==> src/rtl/evt_serializer.sv <==
module evt_serializer #(
  parameter int EVT_W    = 8,
  parameter int HALF_DIV = 5
) (
  input  logic             clk,
  input  logic             rst_n,
  input  logic [EVT_W-1:0] evt_data,
  input  logic             evt_valid,
  output logic             evt_ready,
  output logic             line_o
);
  localparam int DIV_W  = (HALF_DIV > 1) ? $clog2(HALF_DIV) : 1;
  localparam int SR_W   = EVT_W + 1;
  localparam int LEFT_W = $clog2(SR_W + 1);

  logic [DIV_W-1:0]  div_q;
  logic              half_tick, boundary;
  logic              phase_q, line_q, cur_bit_q;
  logic              pend_q, in_frame_q;
  logic [EVT_W-1:0]  hold_q;
  logic [SR_W-1:0]   sr_q;
  logic [LEFT_W-1:0] left_q;

  assign half_tick = (div_q == DIV_W'(HALF_DIV - 1));
  assign boundary  = half_tick & ~phase_q;
  assign evt_ready = ~pend_q & ~in_frame_q;
  assign line_o    = line_q;

  always_ff @(posedge clk or negedge rst_n) begin
    if (!rst_n) begin
      div_q   <= '0;
      phase_q <= 1'b0;
    end else if (half_tick) begin
      div_q   <= '0;
      phase_q <= ~phase_q;
    end else begin
      div_q   <= div_q + 1'b1;
    end
  end

  always_ff @(posedge clk or negedge rst_n) begin
    if (!rst_n) begin
      pend_q <= 1'b0;
      hold_q <= '0;
    end else if (evt_valid && evt_ready) begin
      pend_q <= 1'b1;
      hold_q <= evt_data;
    end else if (boundary && left_q == '0) begin
      pend_q <= 1'b0;
    end
  end

  always_ff @(posedge clk or negedge rst_n) begin
    if (!rst_n) begin
      cur_bit_q  <= 1'b0;
      sr_q       <= '0;
      left_q     <= '0;
      in_frame_q <= 1'b0;
    end else if (boundary) begin
      if (left_q != '0) begin
        cur_bit_q <= sr_q[SR_W-1];
        sr_q      <= sr_q << 1;
        left_q    <= left_q - 1'b1;
      end else if (pend_q) begin
        cur_bit_q  <= 1'b1;
        sr_q       <= {hold_q, ~^hold_q};
        left_q     <= LEFT_W'(SR_W);
        in_frame_q <= 1'b1;
      end else begin
        cur_bit_q  <= 1'b0;
        in_frame_q <= 1'b0;
      end
    end
  end

  always_ff @(posedge clk or negedge rst_n) begin
    if (!rst_n)
      line_q <= 1'b0;
    else if (boundary || (half_tick && cur_bit_q))
      line_q <= ~line_q;
  end
endmodule

==> config.mk <==
export PLATFORM = sky130hd
export DESIGN_NAME = evt_serializer
export DESIGN_NICKNAME = d
export VERILOG_FILES = /design/src/rtl/evt_serializer.sv
export SDC_FILE = /design/constraint.sdc
export NUM_CORES = 1
export LEC_CHECK = 0
export BUFFER_PORTS_ARGS = -buffer_cell sky130_fd_sc_hd__buf_2
export CAP_MARGIN = 10
export CORE_ASPECT_RATIO = 1.4
export CORE_UTILIZATION = 51
export DETAILED_ROUTE_END_ITERATION = 6
export PLACE_DENSITY = 0.8
export SLEW_MARGIN = 30
export SYNTH_ARGS = -nofsm -noshare
export SYNTH_HDL_FRONTEND = slang
export SYNTH_SLANG_ARGS = --single-unit
==> constraint.sdc <==
create_clock -name clk -period 1.83 [get_ports clk]
set_input_delay 0.183 -clock clk [delete_from_list [all_inputs] [get_ports clk]]
set_output_delay 0.183 -clock clk [all_outputs]
set_load 0.02 [all_outputs]
== Word level (Yosys, flattened, before mapping) ==
Cells that the tools add are included.

* Register bits after elaboration: 29
* Output and inout port bits: 2
* Word-level logic and storage cells: 39

* $add $sub $neg: 2
* Eq/ne operators: 1
* Multiplexer cells: 9
* Bitwise logic cells: 7
* Reduce and logical (&&, ||, !) cells: 11

{| class="wikitable"
|+ Operator list
! kind !! number
|-
| $mux 9 || 2
|-
| $mux 4 || 2
|-
| $reduce_xnor 8->1 || 1
|-
| $not 1->1 || 5
|-
| $logic_not 4->1 || 1
|-
| $mux 1 || 4
|-
| $reduce_and 2->1 || 2
|-
| $reduce_bool 2->1 || 2
|-
| $reduce_bool 4->1 || 1
|-
| $sub 4x1->4 const B || 1
|-
| $add 3x1->3 const B || 1
|-
| $eq 3x3->1 const B || 1
|-
| $logic_and 1x1->1 || 3
|-
| $mux 3 || 1
|-
| $and 1x1->1 || 2
|-
| $logic_or 1x1->1 || 1
|}

== Longest topological paths before layout ==
* Word-level depth: 5
* Depth in mapped cells: 7
* Depth with buffers taken out: 6

== Worst setup path before layout ==
OpenSTA, ideal clock, no wires.

* Path type: flip-flop to flip-flop
* Start point: register div_q[0]
* End point: register left_q[2]
* Library setup time: 0.125 ns
* Arrival time: 1.499 ns
* Data required time: 1.705 ns
* Setup slack: 0.206 ns
* Cell stages (with the launch flop): 8
* Clock period less this slack: 1.624 ns
* Path through: dfrtp_1 -> inv_1 -> ha_1 -> nand2_2 -> or2_1 -> buf_6 -> nor3_1 -> mux2_2

* Longest elaborated chain between the ends: 3

{| class="wikitable"
|+ Ends and longest elaborated chain
! item !! line !! source
|-
| from (decl) || 16 || <nowiki>logic [DIV_W-1:0] div_q;</nowiki>
|-
| from (signal assigned) || 37 || <nowiki>div_q <= div_q + 1'b1;</nowiki>
|-
| $eq 3x3->1 || 24 || <nowiki>assign half_tick = (div_q == DIV_W'(HALF_DIV - 1));</nowiki>
|-
| $and 1x1->1 || 25 || <nowiki>assign boundary = half_tick & ~phase_q;</nowiki>
|-
| $reduce_and 2->1 (no line) || -- ||
|-
| to (signal assigned) || 63 || <nowiki>left_q <= left_q - 1'b1;</nowiki>
|-
| to (signal assigned) || 67 || <nowiki>left_q <= LEFT_W'(SR_W);</nowiki>
|-
| to (decl) || 22 || <nowiki>logic [LEFT_W-1:0] left_q;</nowiki>
|}

No other way between the ends.
A chain may end at the register's enable or synchronous reset.

== Worst setup path in the final report ==
Same ends and word-level chain as after synthesis.

==> results_dict.tcl <==
set metrics [dict create \
    status "finished clean" \
    vdd.ir_drop.worst_uv 573 \
    cp.required_ps 2050 \
    number_of_antenna_violations_at_the_first_check_in_global_routing 0 \
    drt-pass1-iter-count 4 \
    synthDistinctLibCells 30 \
    timing.critical_path.cells "inv_1 > ha_1 > nand2_2 > or2_4 > nor3_1 > mux2_2" \
    route.layer.met1.wl_um 908 \
    crit_cells 6 \
    core_um2 2390 \
    routed_vias_inst 5.32 \
    power_per_cell_area_nw_per_um2 716 \
    final_common_cell "sky130_fd_sc_hd__dfrtp_1" \
    cts_htree_levels 2 \
    cts-buffers-inserted 5 \
    via_count_of_the_first_global_routing_pass 844 \
    global_route.usage.total_pct 19.7 \
    setup_viol 0 \
    wirelength_mm 2.15 \
    die_width_um 44.6 \
    placement_rows 21 \
    first_pass_grt_wire_length_mm 3.64 \
    timing.setup.critical_path_class "reg2reg" \
    hpwl_mm 1.55 \
    synth.ff_latch_count 29 \
    mostFrequentLayoutCells "sky130_fd_sc_hd__dfrtp_1, sky130_fd_sc_hd__buf_2, sky130_fd_sc_hd__mux2_2, sky130_fd_sc_hd__o22ai_1, sky130_fd_sc_hd__a2bb2oi_1" \
    routedWlPerCell_um 13.4 \
    area_delta_synth_final_pct 12.4 \
    yosys_warnings 0 \
    cts_post_setup_buffers_inserted 0 \
    io_buffers 12 \
    totalNegativeSetupSlack_ps 0 \
    dieHeight_um 61.7 \
    finalWorstPathRequiredPeriod_ps 1670 \
    final.setup_skew_ps 12.0 \
    cpPeakStageDelay_ps 400 \
    layout.filler_cells 197 \
    worst_hold_path_type "in2reg" \
    cts-root-to-sink-buffers 2 \
    antennaDiodeCount 0 \
    initial_core_util_pct 54.3 \
    gp_congestion 0.732 \
    maxUsedRoutingLayer "met4" \
    worstMarginPinSlew_ps 631 \
    timing.critical_path.fanout_max 9 \
    layout_worst_path_cycle_share_pct 91.3 \
    place_worst_setup_slack_ps 101 \
    worst-endpoint-arrival_ps 1890 \
    floorplan.die_area_um2 2750 \
    syn-mean-instance-area_um2 12.1 \
    met2_wirelength_mm 1.11 \
    drt.antenna.violating_nets 0 \
    crit_path_top_delay_cell "sky130_fd_sc_hd__dfrtp_1" \
    hold_viol 0 \
    drtIter0Drc 22 \
    number_of_instances_in_the_synthesized_netlist 107 \
    maxCapViolCount 0 \
    timing.final.max_slew_violations 0 \
    dr_wl_met3_um 82 \
    r2r_worst_path_depth 6 \
    setup_ws_ps 159 \
    routed-via-count 851 \
    layout_cells_sized_above_1_pct 29.4 \
    io_pins 13 \
    grt_start_max_net_pins 30 \
    clock_pin_slew_reported_for_the_worst_setup_and_hold_paths_after_clock_tree_synthesis_ps 90 \
    globalRouteOverflowTotal 0 \
    timing.critical_path.max_delay_family "simple AND/OR/NAND/NOR gates" \
    seq_area_frac_synth_pct 55.9 \
    hold_depth 2 \
    grt_setup_unrepaired "false" \
    timing.critical_path.to_type "flip-flop" \
    tritoncts_clock_tree "built" \
    clock_sink_count 29 \
    slew-limit-headroom_pct 57.9 \
    crit_path_start_kind "flip-flop" \
    post_synth_instance_area_um2 1300 \
    drt_drc_violations_left 0 \
    fmax_mhz 598 \
    leakagePower_uw 0.000694 \
    cp_num_buf_inv 1 \
    syn-num-nets 120 \
    layout_nets 139 \
    ctsRootBufferMaster "sky130_fd_sc_hd__clkbuf_4" \
    worstSkewPairLatency_ps 320 \
]
==> path summary, 6_finish.rpt <==
check | slack [ps] | start | endpoint
worst max register to register | 160 | div_q[0] | left_q[2]
worst min-delay path | 90 | evt_data[6] | hold_q[6]
worst max-delay path | 160 | div_q[0] | left_q[2]
max in group asynchronous | 1000 | rst_n | hold_q[0]
min in group asynchronous | 400 | rst_n | sr_q[0]
worst min register to register | 460 | line_o | line_o
==> logic make-up (layout without fill, tap and decap cells) <==
| family | Yosys count | count (layout) | share of synthesized area (%) |
|---|---|---|---|
| flops | 29 | 29 | 55.9 |
| compound gates | 26 | 26 | 13.8 |
| simple gates | 25 | 25 | 11.0 |
| mux | 10 | 10 | 8.68 |
| xor+xnor | 8 | 8 | 5.40 |
| buf+inv | 7 | 26 | 3.28 |
| fa+ha+maj | 2 | 2 | 1.93 |
==> stage by stage <==
stage | util [%] | hold WS [ps] | total power, uW | instance area [um2] | instances
2_1_floorplan | - | -113 | 653 | 1300 | 107
3_3_place_gp | 58.2 | 232 | 674 | 1390 | 152
3_5_place_dp | 58.2 | 238 | 675 | 1390 | 152
4_1_cts | 60.9 | 78.0 | 1060 | 1460 | 160
5_1_grt | 61.0 | 76.4 | 1090 | 1460 | 160
6_report | 61.0 | 88.0 | 1040 | 1460 | 160
==> worst register-to-register path, delay by kind of cell, from the launching register on <==
| family | cells | cell delay, ps |
|---|---|---|
| buffers and inverters | 1 | 70 |
| adder cells (fa/ha/maj) | 1 | 190 |
| flip-flops | 1 | 400 |
| multiplexers | 1 | 360 |
| AND/OR/NAND/NOR | 3 | 550 |
==> cell type report <==
cell class,count,area (um2),area share [%]
timing repair buffer,16,92.6,6.35
inverter,3,11.3,0.772
tap,34,42.5,2.92
clock buffer,7,55.1,3.77
sequential,29,726,49.7
multi-input combinational,71,532,36.4
==> where the power goes <==
group          switching [uW]  leakage [uW]  internal [uW]  total (uW)
logic                    14.1      0.000288           8.83        22.9
registers                   0      0.000375            640         640
clock network             201     0.0000314            181         382
total                     215      0.000694            830        1040
==> layer usage <==
metal  global-route usage (%)  vias up
li1                         -      423
met1                     21.9      411
met2                     32.1       12
met3                     7.92        5
met4                     10.4        0
met5                        0        -
==> synthesized netlist by cell type, drive strengths merged <==
| cell type | count | area [um2] |
|---|---|---|
| or2 | 1 | 6.26 |
| and2 | 1 | 6.26 |
| o2bb2ai | 1 | 8.76 |
| a21oi | 2 | 10.0 |
| nor4 | 1 | 21.3 |
| xnor2 | 6 | 52.6 |
| xor2 | 2 | 17.5 |
| o41ai | 1 | 8.76 |
| inv | 3 | 11.3 |
| nand2 | 9 | 38.8 |
| a31oi | 1 | 6.26 |
| o21ai | 5 | 25.0 |
| ha | 2 | 25.0 |
| nor2b | 1 | 6.26 |
| nand2b | 1 | 6.26 |
| a2bb2oi | 8 | 70.1 |
| buf | 3 | 27.5 |
| o22ai | 8 | 50.1 |
| or4 | 2 | 18.8 |
| mux2 | 10 | 113 |
| nand3 | 1 | 5.00 |
| dfrtp | 29 | 726 |
| clkbuf | 1 | 3.75 |
| nor3 | 1 | 5.00 |
| nor2 | 7 | 28.8 |
==> sequential cells by signal, indices dropped and copies added, names as in the netlist <==
signal / cells
pend_q: 1
line_o: 1
in_frame_q: 1
left_q: 4
sr_q: 9
cur_bit_q: 1
hold_q: 8
div_q: 3
phase_q: 1
==> what timing repair did <==
item / in CTS / in global routing
setup endpoints to repair: 0 / 1
hold buffers: 1 / 0
gates resized for setup: 0 / 1
hold endpoints to repair: 29 / 0
Power figures use the tool's default switching activity.
